## config.mk

```make
export PLATFORM = sky130hd
export DESIGN_NAME = mc_datapath
export DESIGN_NICKNAME = d
export VERILOG_FILES = /design/src/rtl/mc_dp_pkg.sv /design/src/rtl/mc_regfile.sv /design/src/rtl/mc_alu.sv /design/src/rtl/mc_datapath.sv
export SDC_FILE = /design/constraint.sdc
export NUM_CORES = 2
export LEC_CHECK = 0
export ABC_AREA = 1
export BUFFER_PORTS_ARGS = -buffer_cell sky130_fd_sc_hd__clkbuf_2
export CAP_MARGIN = 20
export CORE_MARGIN = 8
export CORE_UTILIZATION = 30
export CTS_BUF_LIST = sky130_fd_sc_hd__clkbuf_16
export CTS_CLUSTER_DIAMETER = 60
export DETAILED_ROUTE_END_ITERATION = 10
export GPL_ROUTABILITY_DRIVEN = 0
export PLACE_DENSITY = 0.42
export SYNTH_ARGS = -nofsm -noshare
export SYNTH_HDL_FRONTEND = slang
export SYNTH_HIERARCHICAL = 1
export SYNTH_SLANG_ARGS = --single-unit
```

## constraint.sdc

```tcl
create_clock -name clk -period 5.3 [get_ports clk]
set_clock_uncertainty 0.05 [all_clocks]
set_input_delay 0.53 -clock clk [delete_from_list [all_inputs] [get_ports clk]]
set_output_delay 0.53 -clock clk [all_outputs]
set_load 0.01 [all_outputs]
```

## src/rtl/mc_dp_pkg.sv

```systemverilog
`timescale 1ns/1ps
// Package: shared widths, select encodings and function-field codes for the
// multicycle datapath. Assumes a 32-bit instruction word with fixed fields.
package mc_dp_pkg;

    localparam int WORD_W  = 32;
    localparam int REG_NUM = 32;
    localparam int REG_AW  = $clog2(REG_NUM);
    localparam int FN_W    = 6;

    // ALU mode from the sequencer
    typedef enum logic [1:0] {
        AM_ADD  = 2'b00,
        AM_SUB  = 2'b01,
        AM_FUNC = 2'b10
    } alu_mode_e;

    // Second ALU operand source
    typedef enum logic [1:0] {
        SB_REG    = 2'b00,
        SB_FOUR   = 2'b01,
        SB_IMM    = 2'b10,
        SB_IMM_X4 = 2'b11
    } src_b_e;

    // PC input source
    typedef enum logic [1:0] {
        PS_ALU  = 2'b00,
        PS_HELD = 2'b01,
        PS_JUMP = 2'b10
    } pc_src_e;

    // Internal ALU operation after decoding
    typedef enum logic [2:0] {
        OP_ADD,
        OP_SUB,
        OP_AND,
        OP_OR,
        OP_SLT
    } alu_op_e;

    localparam logic [FN_W-1:0] FN_ADD = 6'h20;
    localparam logic [FN_W-1:0] FN_SUB = 6'h22;
    localparam logic [FN_W-1:0] FN_AND = 6'h24;
    localparam logic [FN_W-1:0] FN_OR  = 6'h25;
    localparam logic [FN_W-1:0] FN_SLT = 6'h2A;

endpackage

```

## src/rtl/mc_regfile.sv

```systemverilog
`timescale 1ns/1ps
// Module: mc_regfile
// Two combinational read ports and one synchronous write port. Entry 0 is
// held at zero and ignores writes. Every entry clears on synchronous reset.
// Assumes the writer and both readers share one clock.
module mc_regfile #(
    parameter int W     = 32,
    parameter int DEPTH = 32,
    localparam int AW   = $clog2(DEPTH)
) (
    input  logic          clk,
    input  logic          rst_n,
    input  logic [AW-1:0] rd_a_addr,
    input  logic [AW-1:0] rd_b_addr,
    output logic [W-1:0]  rd_a_data,
    output logic [W-1:0]  rd_b_data,
    input  logic          we,
    input  logic [AW-1:0] wr_addr,
    input  logic [W-1:0]  wr_data
);

    logic [W-1:0] regs [DEPTH];

    for (genvar i = 0; i < DEPTH; i++) begin : g_entry
        localparam logic [AW-1:0] IDX     = AW'(i);
        localparam bit            IS_ZERO = (i == 0);
        // Per-entry storage: cleared on reset, entry 0 pinned to zero
        always_ff @(posedge clk) begin
            if (!rst_n || IS_ZERO) begin
                regs[i] <= '0;
            end else if (we && wr_addr == IDX) begin
                regs[i] <= wr_data;
            end
        end
    end

    // Read ports with an explicit zero for address 0
    always_comb begin
        rd_a_data = (rd_a_addr == '0) ? '0 : regs[rd_a_addr];
        rd_b_data = (rd_b_addr == '0) ? '0 : regs[rd_b_addr];
    end


    rf_zero_read_chk: assert property (@(posedge clk) disable iff (!rst_n)
        (rd_a_addr == '0) |-> (rd_a_data == '0));


    rf_write_chk: assert property (@(posedge clk) disable iff (!rst_n)
        (we && wr_addr != '0) |=> (regs[$past(wr_addr)] == $past(wr_data)));

endmodule

```

## src/rtl/mc_alu.sv

```systemverilog
`timescale 1ns/1ps
// Module: mc_alu
// Combinational ALU with its local function-field decoder. The mode picks
// add, subtract, or an operation taken from the function field. Unknown
// function codes fall back to add. Set-less-than compares signed values.
module mc_alu
    import mc_dp_pkg::*;
#(
    parameter int W = 32
) (
    input  logic [W-1:0]    a,
    input  logic [W-1:0]    b,
    input  logic [1:0]      mode,
    input  logic [FN_W-1:0] funct,
    output logic [W-1:0]    result,
    output logic            zero
);

    alu_op_e op;

    // Local decoder: mode and function field to an operation
    always_comb begin
        op = OP_ADD;
        case (mode)
            AM_SUB: op = OP_SUB;
            AM_FUNC: begin
                case (funct)
                    FN_SUB:  op = OP_SUB;
                    FN_AND:  op = OP_AND;
                    FN_OR:   op = OP_OR;
                    FN_SLT:  op = OP_SLT;
                    default: op = OP_ADD;
                endcase
            end
            default: op = OP_ADD;
        endcase
    end

    // Arithmetic and logic unit proper
    always_comb begin
        case (op)
            OP_SUB:  result = a - b;
            OP_AND:  result = a & b;
            OP_OR:   result = a | b;
            OP_SLT:  result = {{(W-1){1'b0}}, ($signed(a) < $signed(b))};
            default: result = a + b;
        endcase
    end

    // Zero flag for conditional PC writes
    always_comb zero = (result == '0);

endmodule

```

## src/rtl/mc_datapath.sv

```systemverilog
`timescale 1ns/1ps
// Module: mc_datapath
// Datapath of a multicycle processor with one shared ALU and one memory port.
// Holds the PC, instruction register, memory data register, two operand
// registers and the ALU result register. An external sequencer drives all
// selects and enables. Assumes 32-bit words and the fixed field layout
// opcode[31:26], rs[25:21], rt[20:16], rd[15:11], imm[15:0], funct[5:0].
module mc_datapath
    import mc_dp_pkg::*;
(
    input  logic        clk,
    input  logic        rst_n,
    input  logic        pc_wr,
    input  logic        pc_wr_cond,
    input  logic        addr_sel,
    input  logic        ir_wr,
    input  logic        reg_wr,
    input  logic        dst_sel,
    input  logic        wb_sel,
    input  logic [1:0]  alu_mode,
    input  logic        src_a_sel,
    input  logic [1:0]  src_b_sel,
    input  logic [1:0]  pc_src,
    input  logic [31:0] mem_rdata,
    output logic [31:0] mem_addr,
    output logic [31:0] mem_wdata,
    output logic [5:0]  opcode,
    output logic        alu_zero
);

    localparam int W       = WORD_W;
    localparam int IMM_W   = 16;
    localparam int JIDX_W  = 26;
    localparam int PC_HI_W = W - JIDX_W - 2;

    logic [W-1:0]      pc_q, ir_q, mdr_q, a_q, b_q, aluout_q;
    logic [W-1:0]      imm_ext, imm_x4, alu_a, alu_b, alu_res;
    logic [W-1:0]      pc_next, jump_tgt, rf_a, rf_b, rf_wdata;
    logic [REG_AW-1:0] rf_waddr;
    logic              pc_en;

    // Immediate extension and word scaling
    always_comb begin
        imm_ext  = {{(W-IMM_W){ir_q[IMM_W-1]}}, ir_q[IMM_W-1:0]};
        imm_x4   = {imm_ext[W-3:0], 2'b00};
        jump_tgt = {pc_q[W-1:W-PC_HI_W], ir_q[JIDX_W-1:0], 2'b00};
    end

    // ALU operand selection
    always_comb begin
        alu_a = src_a_sel ? a_q : pc_q;
        case (src_b_sel)
            SB_FOUR:   alu_b = W'(4);
            SB_IMM:    alu_b = imm_ext;
            SB_IMM_X4: alu_b = imm_x4;
            default:   alu_b = b_q;
        endcase
    end

    mc_alu #(.W(W)) u_alu (
        .a      (alu_a),
        .b      (alu_b),
        .mode   (alu_mode),
        .funct  (ir_q[FN_W-1:0]),
        .result (alu_res),
        .zero   (alu_zero)
    );

    // Register write address and data selection
    always_comb begin
        rf_waddr = dst_sel ? ir_q[15:11] : ir_q[20:16];
        rf_wdata = wb_sel ? mdr_q : aluout_q;
    end

    mc_regfile #(.W(W), .DEPTH(REG_NUM)) u_rf (
        .clk       (clk),
        .rst_n     (rst_n),
        .rd_a_addr (ir_q[25:21]),
        .rd_b_addr (ir_q[20:16]),
        .rd_a_data (rf_a),
        .rd_b_data (rf_b),
        .we        (reg_wr),
        .wr_addr   (rf_waddr),
        .wr_data   (rf_wdata)
    );

    // PC source selection and write qualification
    always_comb begin
        case (pc_src)
            PS_HELD: pc_next = aluout_q;
            PS_JUMP: pc_next = jump_tgt;
            default: pc_next = alu_res;
        endcase
        pc_en = pc_wr || (pc_wr_cond && alu_zero);
    end

    // Program counter
    always_ff @(posedge clk) begin
        if (!rst_n)     pc_q <= '0;
        else if (pc_en) pc_q <= pc_next;
    end

    // Instruction register, loaded only on request
    always_ff @(posedge clk) begin
        if (!rst_n)     ir_q <= '0;
        else if (ir_wr) ir_q <= mem_rdata;
    end

    // Inter-phase holding registers, loaded every cycle
    always_ff @(posedge clk) begin
        if (!rst_n) begin
            mdr_q    <= '0;
            a_q      <= '0;
            b_q      <= '0;
            aluout_q <= '0;
        end else begin
            mdr_q    <= mem_rdata;
            a_q      <= rf_a;
            b_q      <= rf_b;
            aluout_q <= alu_res;
        end
    end

    // Memory interface and opcode export
    always_comb begin
        mem_addr  = addr_sel ? aluout_q : pc_q;
        mem_wdata = b_q;
        opcode    = ir_q[31:26];
    end


    reset_clear_chk: assert property (@(posedge clk)
        !rst_n |=> (pc_q == '0 && ir_q == '0 && aluout_q == '0 && b_q == '0));


    pc_incr_chk: assert property (@(posedge clk) disable iff (!rst_n)
        (pc_wr && pc_src == 2'b00 && !src_a_sel && src_b_sel == 2'b01 && alu_mode == 2'b00)
        |=> (pc_q == $past(pc_q) + 32'd4));


    pc_hold_chk: assert property (@(posedge clk) disable iff (!rst_n)
        !(pc_wr || (pc_wr_cond && alu_zero)) |=> $stable(pc_q));


    ir_hold_chk: assert property (@(posedge clk) disable iff (!rst_n)
        !ir_wr |=> $stable(ir_q));


    alu_sub_chk: assert property (@(posedge clk) disable iff (!rst_n)
        (alu_mode == 2'b01) |-> (alu_res + alu_b == alu_a));

endmodule

```

# Word level (Yosys, flattened, before mapping)
# Memories as Yosys holds them, arrays and structs flattened. A register that Yosys moved wholly into a read port is not among the register bits.
# Index checks and enable logic that the tools add are counted.
[op_classes] n_addsub=2 n_mul=0 n_div=0 n_lt_le_gt_ge=1 eq_ne=46 n_shift=0 n_mux=134 bitwise=35 n_reduce_logical=39
[op_table] operator="32-bit 2-to-1 mux" n=34
[op_table] operator="32-bit case mux with 4 select lines" n=1
[op_table] operator="32-bit case mux with 3 select lines" n=1
[op_table] operator="1-bit 2-to-1 mux" n=94
[op_table] operator="5-bit equality test, second input constant" n=16
[op_table] operator="32-bit case mux with 2 select lines" n=1
[op_table] operator="5-bit by 4-bit equality test with 1-bit output, second input constant" n=8
[op_table] operator="32-bit adder" n=1
[op_table] operator="32-bit bitwise AND" n=1
[op_table] operator="1-bit logical AND" n=32
[op_table] operator="32-bit logical NOT" n=1
[op_table] operator="32-bit < comparator" n=1
[op_table] operator="32-bit OR" n=1
[op_table] operator="32-bit subtractor" n=1
[op_table] operator="1-bit OR" n=31
[op_table] operator="6-bit equality test, second input constant" n=4
[op_table] operator="5-bit by 3-bit equality test with 1-bit output, second input constant" n=4
[op_table] operator="3-bit case mux with 4 select lines" n=1
[op_table] operator="5-bit by 2-bit equality test with 1-bit output, second input constant" n=2
[op_table] operator="5-bit logical NOT" n=2
[op_table] operator="2-bit equality test, second input constant" n=4
[op_table] operator="2-bit by 1-bit equality test with 1-bit output, second input constant" n=3
[op_table] operator="3-bit by 2-bit equality test with 1-bit output, second input constant" n=2
[op_table] operator="3-bit case mux with 2 select lines" n=1
[op_table] operator="8 further kinds" n=10
[word_totals] register_bits=128 latchBits=0 ram_bits=1024 rom_bits=0 inputBits=48 out_inout_bits=71 elab_cells=263 mem_count=1
[mem_list] memory="u_rf.regs" words=32 width=32 rd=2 rd_ports_with_merged_regs=2 wr=32 line_no="mc_regfile.sv:22" text="logic [W-1:0] regs [DEPTH];"

# Logic depth before layout (Yosys ltp)
[logic_depth] ltp_word=9 depth_mapped=32 depth_no_buf=29

# Hierarchy
# Netlist, hierarchy kept.
[modules_own_cells] module="mc_regfile" n_inst=1 cells_each=7859 area_per_inst_um2=57986.9 seq_area_each_um2=29788.6
[modules_own_cells] module="mc_datapath" n_inst=1 cells_each=1189 area_per_inst_um2=8251.7 seq_area_each_um2=3843.7
[modules_own_cells] module="mc_alu" n_inst=1 cells_each=1404 area_per_inst_um2=7050.5 seq_area_each_um2=0.0

# Worst setup path before layout
# Ideal clock, no wire load.
[synth_path] path_type="in2reg" startpoint="in dst_sel" endpoint="mem u_rf.regs[17][0], enable pin" setup_ns=0.466 arrival_ns=3.699 required_time_ns=4.784 path_slack_ns=1.085 stages=7 n_path_buf=1 cell_sequence="clkbuf_1 o21ai_0 nor2_1 inv_1 nor2_1 inv_1 o21ai_0"
[synth_lines] item="from (decl)" line_no="mc_datapath.sv:18" text="input logic dst_sel,"
[synth_lines] item="to (decl)" line_no="mc_regfile.sv:22"

# Worst setup path after layout
[layout_path] startpoint="reg ir_q[15]" endpoint="out alu_zero"
[layout_between] elab_chain_len=4 word_cells_on_any_way=8 classes_between="add/sub (2); order compare (1); mux (2); bitwise (2); reduce/logical (1)"
[layout_lines] item="from (decl)" line_no="mc_datapath.sv:36" text="logic [W-1:0] pc_q, ir_q, mdr_q, a_q, b_q, aluout_q;"
[layout_lines] item="from (signal assigned)" line_no="mc_datapath.sv:106" text="else if (ir_wr) ir_q <= mem_rdata;"
[layout_lines] item="32-bit case mux with 3 select lines (*)" line_no="mc_datapath.sv:52" text="case (src_b_sel)"
[layout_lines] item="net alu_b[25]" line_no="mc_datapath.sv:37" text="logic [W-1:0] imm_ext, imm_x4, alu_a, alu_b, alu_res;"
[layout_lines] item="32-bit adder / 32-bit subtractor (equally long branches)" line_no="mc_alu.sv:46, mc_alu.sv:42"
[layout_lines] item="32-bit case mux with 4 select lines (*)" line_no="mc_alu.sv:41" text="case (op)"
[layout_lines] item="net alu_res[27]" line_no="mc_datapath.sv:37"
[layout_lines] item="32-bit logical NOT (*)" line_no="mc_alu.sv:51" text="always_comb zero = (result == '0);"
[layout_lines] item="to (decl)" line_no="mc_datapath.sv:28" text="output logic alu_zero"
# The timed path passes the listed nets; every way through them passes the cells marked *.

==> results by group <==
GRT
  – Number of antenna violations at the first check in global routing: 6
  – Global routing usage summed across all routing layers: 0.2547
  – Via count of the first global-routing pass: 66420
  – Maximum number of pins on one net before global-route repair: 143
  – Global-route wire length before repair: 485900 um
  – Overall overflow remaining after global route: 0

STA
  – Fraction of the cycle the final worst path needs: 0.9557
  – Total Neg Setup Slack: 0 ns
  – Final number of hold-violating endpoints: 0
  – Actual transition at the worst max-transition pin: 1.167 ns
  – Final critical delay including setup and external delays: about 5.1 ns
  – Setup-failing EPs final: 0
  – Max Slew Vio Count: 0
  – Worst hold-check slack: 0.3406 ns
  – Worst relative slew slack: 0.2139
  – Unrepaired setup endpoints after global routing: false
  – Highest clock rate: 0.1974 GHz

Yosys
  – Portion of the post-synthesis area used by sequential elements: 0.4589
  – Most used flip-flop cell after synthesis: edfxtp_1
  – Share of synthesized cell area in and, or, nand and nor gates: 0.3671
  – Total of warnings raised by yosys: 6
  – Net count of the mapped netlist: 10600
  – Top cell type's share of synthesized area: 0.4065
  – Top post-synthesis cells by area: edfxtp_1 (41%), nand2_1 (19%), nand3_1 (9.3%), nor2_1 (7.0%), inv_1 (6.9%)
  – Syn avg cell area: 7.012 sq um
  – Synthesis-stage register bit count: 1184
  – Share of synthesized cell area in full adder, half adder and majority cells: 0.01762
  – Area share of xor/xnor cells in the synthesized design: 0.001554
  – Number of flops mapped to enable cells by yosys: 992
  – FFs w/ async S/R, synth: 0
  – Dominant combinational cell family by area after synthesis: simple AND/OR/NAND/NOR gates
  – Mux contribution to synthesized area: 0.004609
  – Unique masters post-synth: 44
  – Netlist Area Pre-Place: 73290 sq um
  – Post-synthesis compound-gate area fraction: 0.03023
  – Synthesized instance count: 10450
  – Yosys top cell by area: edfxtp_1

Route
  – Detailed-router iteration count before antenna repair: 6
  – Number of DRC markers in iteration 0: 7789
  – Vias per cell: slightly above 5
  – Number of nets still failing antenna checks after routing: 0
  – Drt drc: 0
  – Count of vias placed by the detailed router: 70020
  – Wirelength, routed: 343700 um
  – Wire length per cell after detailed routing: 25.34 um

Final layout
  – Fin cells: 13560
  – Multi-input gate area in the final layout: 31330 sq um
  – Layout cells sized above 1: 0.07028
  – Commonest non-fill, non-tap cells in the layout: nand2_1 (3749), inv_1 (1377), nor2_1 (1359), nand3_1 (1339), edfxtp_1 (992)
  – Final Cell Area: 81970 sq um
  – Filler instances: 25840
  – Most common cell after layout, fill and taps aside: nand2_1
  – Area taken by flip-flops and latches: about 34000 sq um
  – Total Nets Final: about 10000
  – Layout overhead on the synthesized area: 11.85%

Placed design
  – Post-DP HPWL: 201900 um
  – Area of placed instances: 76740 sq um
  – Number of placed cells counting well taps: 13250
  – Port Buf Inserts: 118

Power and ir drop
  – Clock share of power: 0.388
  – Ratio of total power to cell area: around 320 nW/um^2
  – Overall power after layout: 26.63 mW
  – Worst voltage drop across the vdd grid: 0.3572 mV
  – Internal cell power: about 18 mW
  – Leakage power summed over all cells: 37.21 nW
  – Comb power frac: 0.206
  – Switching power: approximately 9 mW
  – Fraction of power spent switching nets: 0.3323
  – Sequential Power Share: 0.406

Min path
  – Endpoint, Worst Hold: pc_q[13]
  – Class of the tightest hold or removal check: in2reg
  – Cells on Worst Hold Path: 6
  – Worst Min Path Start: pc_wr_cond

Setup path
  – Data required time at the worst endpoint: 4.72 ns
  – Worst reg2reg path depth: 25
  – Startpoint types: flop
  – Endpoint type of the worst setup path: output pin
  – Worst reg2reg startpoint: ir_q[15]
  – Register-to-register setup slack: 0.79 ns
  – Kind of critical path: reg2out
  – Arrival @ worst endpoint: ~4.5 ns
  – Maximum fanout encountered on the critical timing path: 15
  – Reg-to-Reg End: pc_q[30]

Clocking
  – Root Buffer Master: clkbuf_16
  – Clock-pin slew of the registers on the worst-case setup and hold paths: 0.06 ns
  – # Post-CTS Setup Buffers: 0
  – CTS Sinks: 1184
  – Skew-Pair Late Insertion Delay: 0.84 ns
  – CTS max path bufs: 3
  – Number of H-tree branching levels: 4
  – CTS buffer count: 156
  – Clock tree from TritonCTS: built

Die
  – Overall die area: 260400 sq um
  – Starting density of the core: 0.3016
  – Chip height: 510.3 um
  – Placeable core region: 243000 sq um
  – Chip width: 510.3 um
  – # IOs: around 120
  – Row count: 181

Outcome
  – Result of the run: complete, no violations

Run
  – Max capacitance violation total: 0
## power by group through the flow
stage | sequential [mW] | clock [mW] | combinational (mW)
6_report | 10.8 | 10.3 | 5.49
3_3_place_gp | 11.0 | 0 | 5.35
5_1_grt | 10.8 | 10.8 | 5.89
2_1_floorplan | 10.9 | 0 | 3.22
3_5_place_dp | 11.0 | 0 | 5.34
4_1_cts | 10.8 | 10.5 | 5.38
## sequential cells by signal, indices dropped and copies added, names as in the netlist
register and cells:
aluout_q 32, ir_q 32, mdr_q 32, u_rf/regs 992, a_q 32, pc_q 32
mem_wdata 32
## critical path: stages (launching register included)
cell and delay, ns:
dfxtp_1 0.46, nand2_2 0.30, nand2_1 0.18, inv_1 0.07
ha_1 0.55, nand2_1 0.17, nor2_1 0.15, inv_1 0.08
nor2_1 0.23, and3_1 0.20, nand2_1 0.10, nand2_1 0.09
nand2_1 0.05, nand3_1 0.06, nand3_1 0.12, nor2_1 0.12
nand2_1 0.06, nor2_1 0.14, nand2_1 0.15, nor2_1 0.17
clkbuf_2 0.19
## synthesized netlist by cell type (32+ instances only)
cell type,number
buf_6,37
clkbuf_1,272
buf_1,32
buf_2,320
o21ai_0,193
nor2_1,1363
edfxtp_1,992
ha_1,100
nand2_1,3761
inv_1,1348
a21oi_1,202
dfxtp_1,192
buf_4,62
nand3_1,1369
## what timing repair did
action	CTS	global route
resized for setup	1	6
hold buffers	32	0
hold endpoints to repair	56	0
endpoints found under the setup margin	1	1
## how the worst max path moves through the flow
stage               depth (start not counted)  startpoint                to
floorplan                                   7     dst_sel  u_rf/regs[17][0]
global placement                           27   src_a_sel          pc_q[31]
detailed placement                         27   src_a_sel          pc_q[30]
CTS                                        21    pc_q[11]          alu_zero
global route                               20    ir_q[15]          alu_zero
finish                                     20    ir_q[15]          alu_zero
## per-layer routing
layer	global-route usage	wire, um	up-vias
li1	-	-	32060
met1	0.3441	148000	33950
met2	0.4108	154700	3318
met3	0.03826	27170	686
met4	0.09913	13850	2
met5	0	12	-
## kinds of logic (layout without fill, tap and decap cells)
| family | count (synthesis) | in the layout |
|---|---|---|
| other cells | 0 | 1 |
| simple gates | 6603 | 6603 |
| mux | 30 | 30 |
| xor+xnor | 13 | 13 |
| buf+inv | 2090 | 1997 |
| compound gates | 430 | 430 |
| fa+ha+maj | 102 | 102 |
| flops | 1184 | 1184 |
## metrics by stage
stage | utilization | setup slack (ns)
final | 0.3373 | 0.2347
after floorplan | - | 1.085
after detailed placement | 0.3158 | 0.1631
after global placement | 0.3158 | 0.1700
after global routing | 0.3373 | 0.001478
after CTS | 0.3371 | 0.09164
## area by class of cell
| type | count | share of cell area |
|---|---|---|
| antenna | 1 | 0.00003053 |
| tap | 3202 | 0.04887 |
| timing repair buffer | 359 | 0.03581 |
| inverter | 1364 | 0.06311 |
| clock buffer | 163 | 0.04976 |
| sequential | 1184 | 0.4107 |
| clock inverter | 111 | 0.009509 |
| multi-input combinational | 7178 | 0.3822 |
Power figures use the tool's default switching activity.
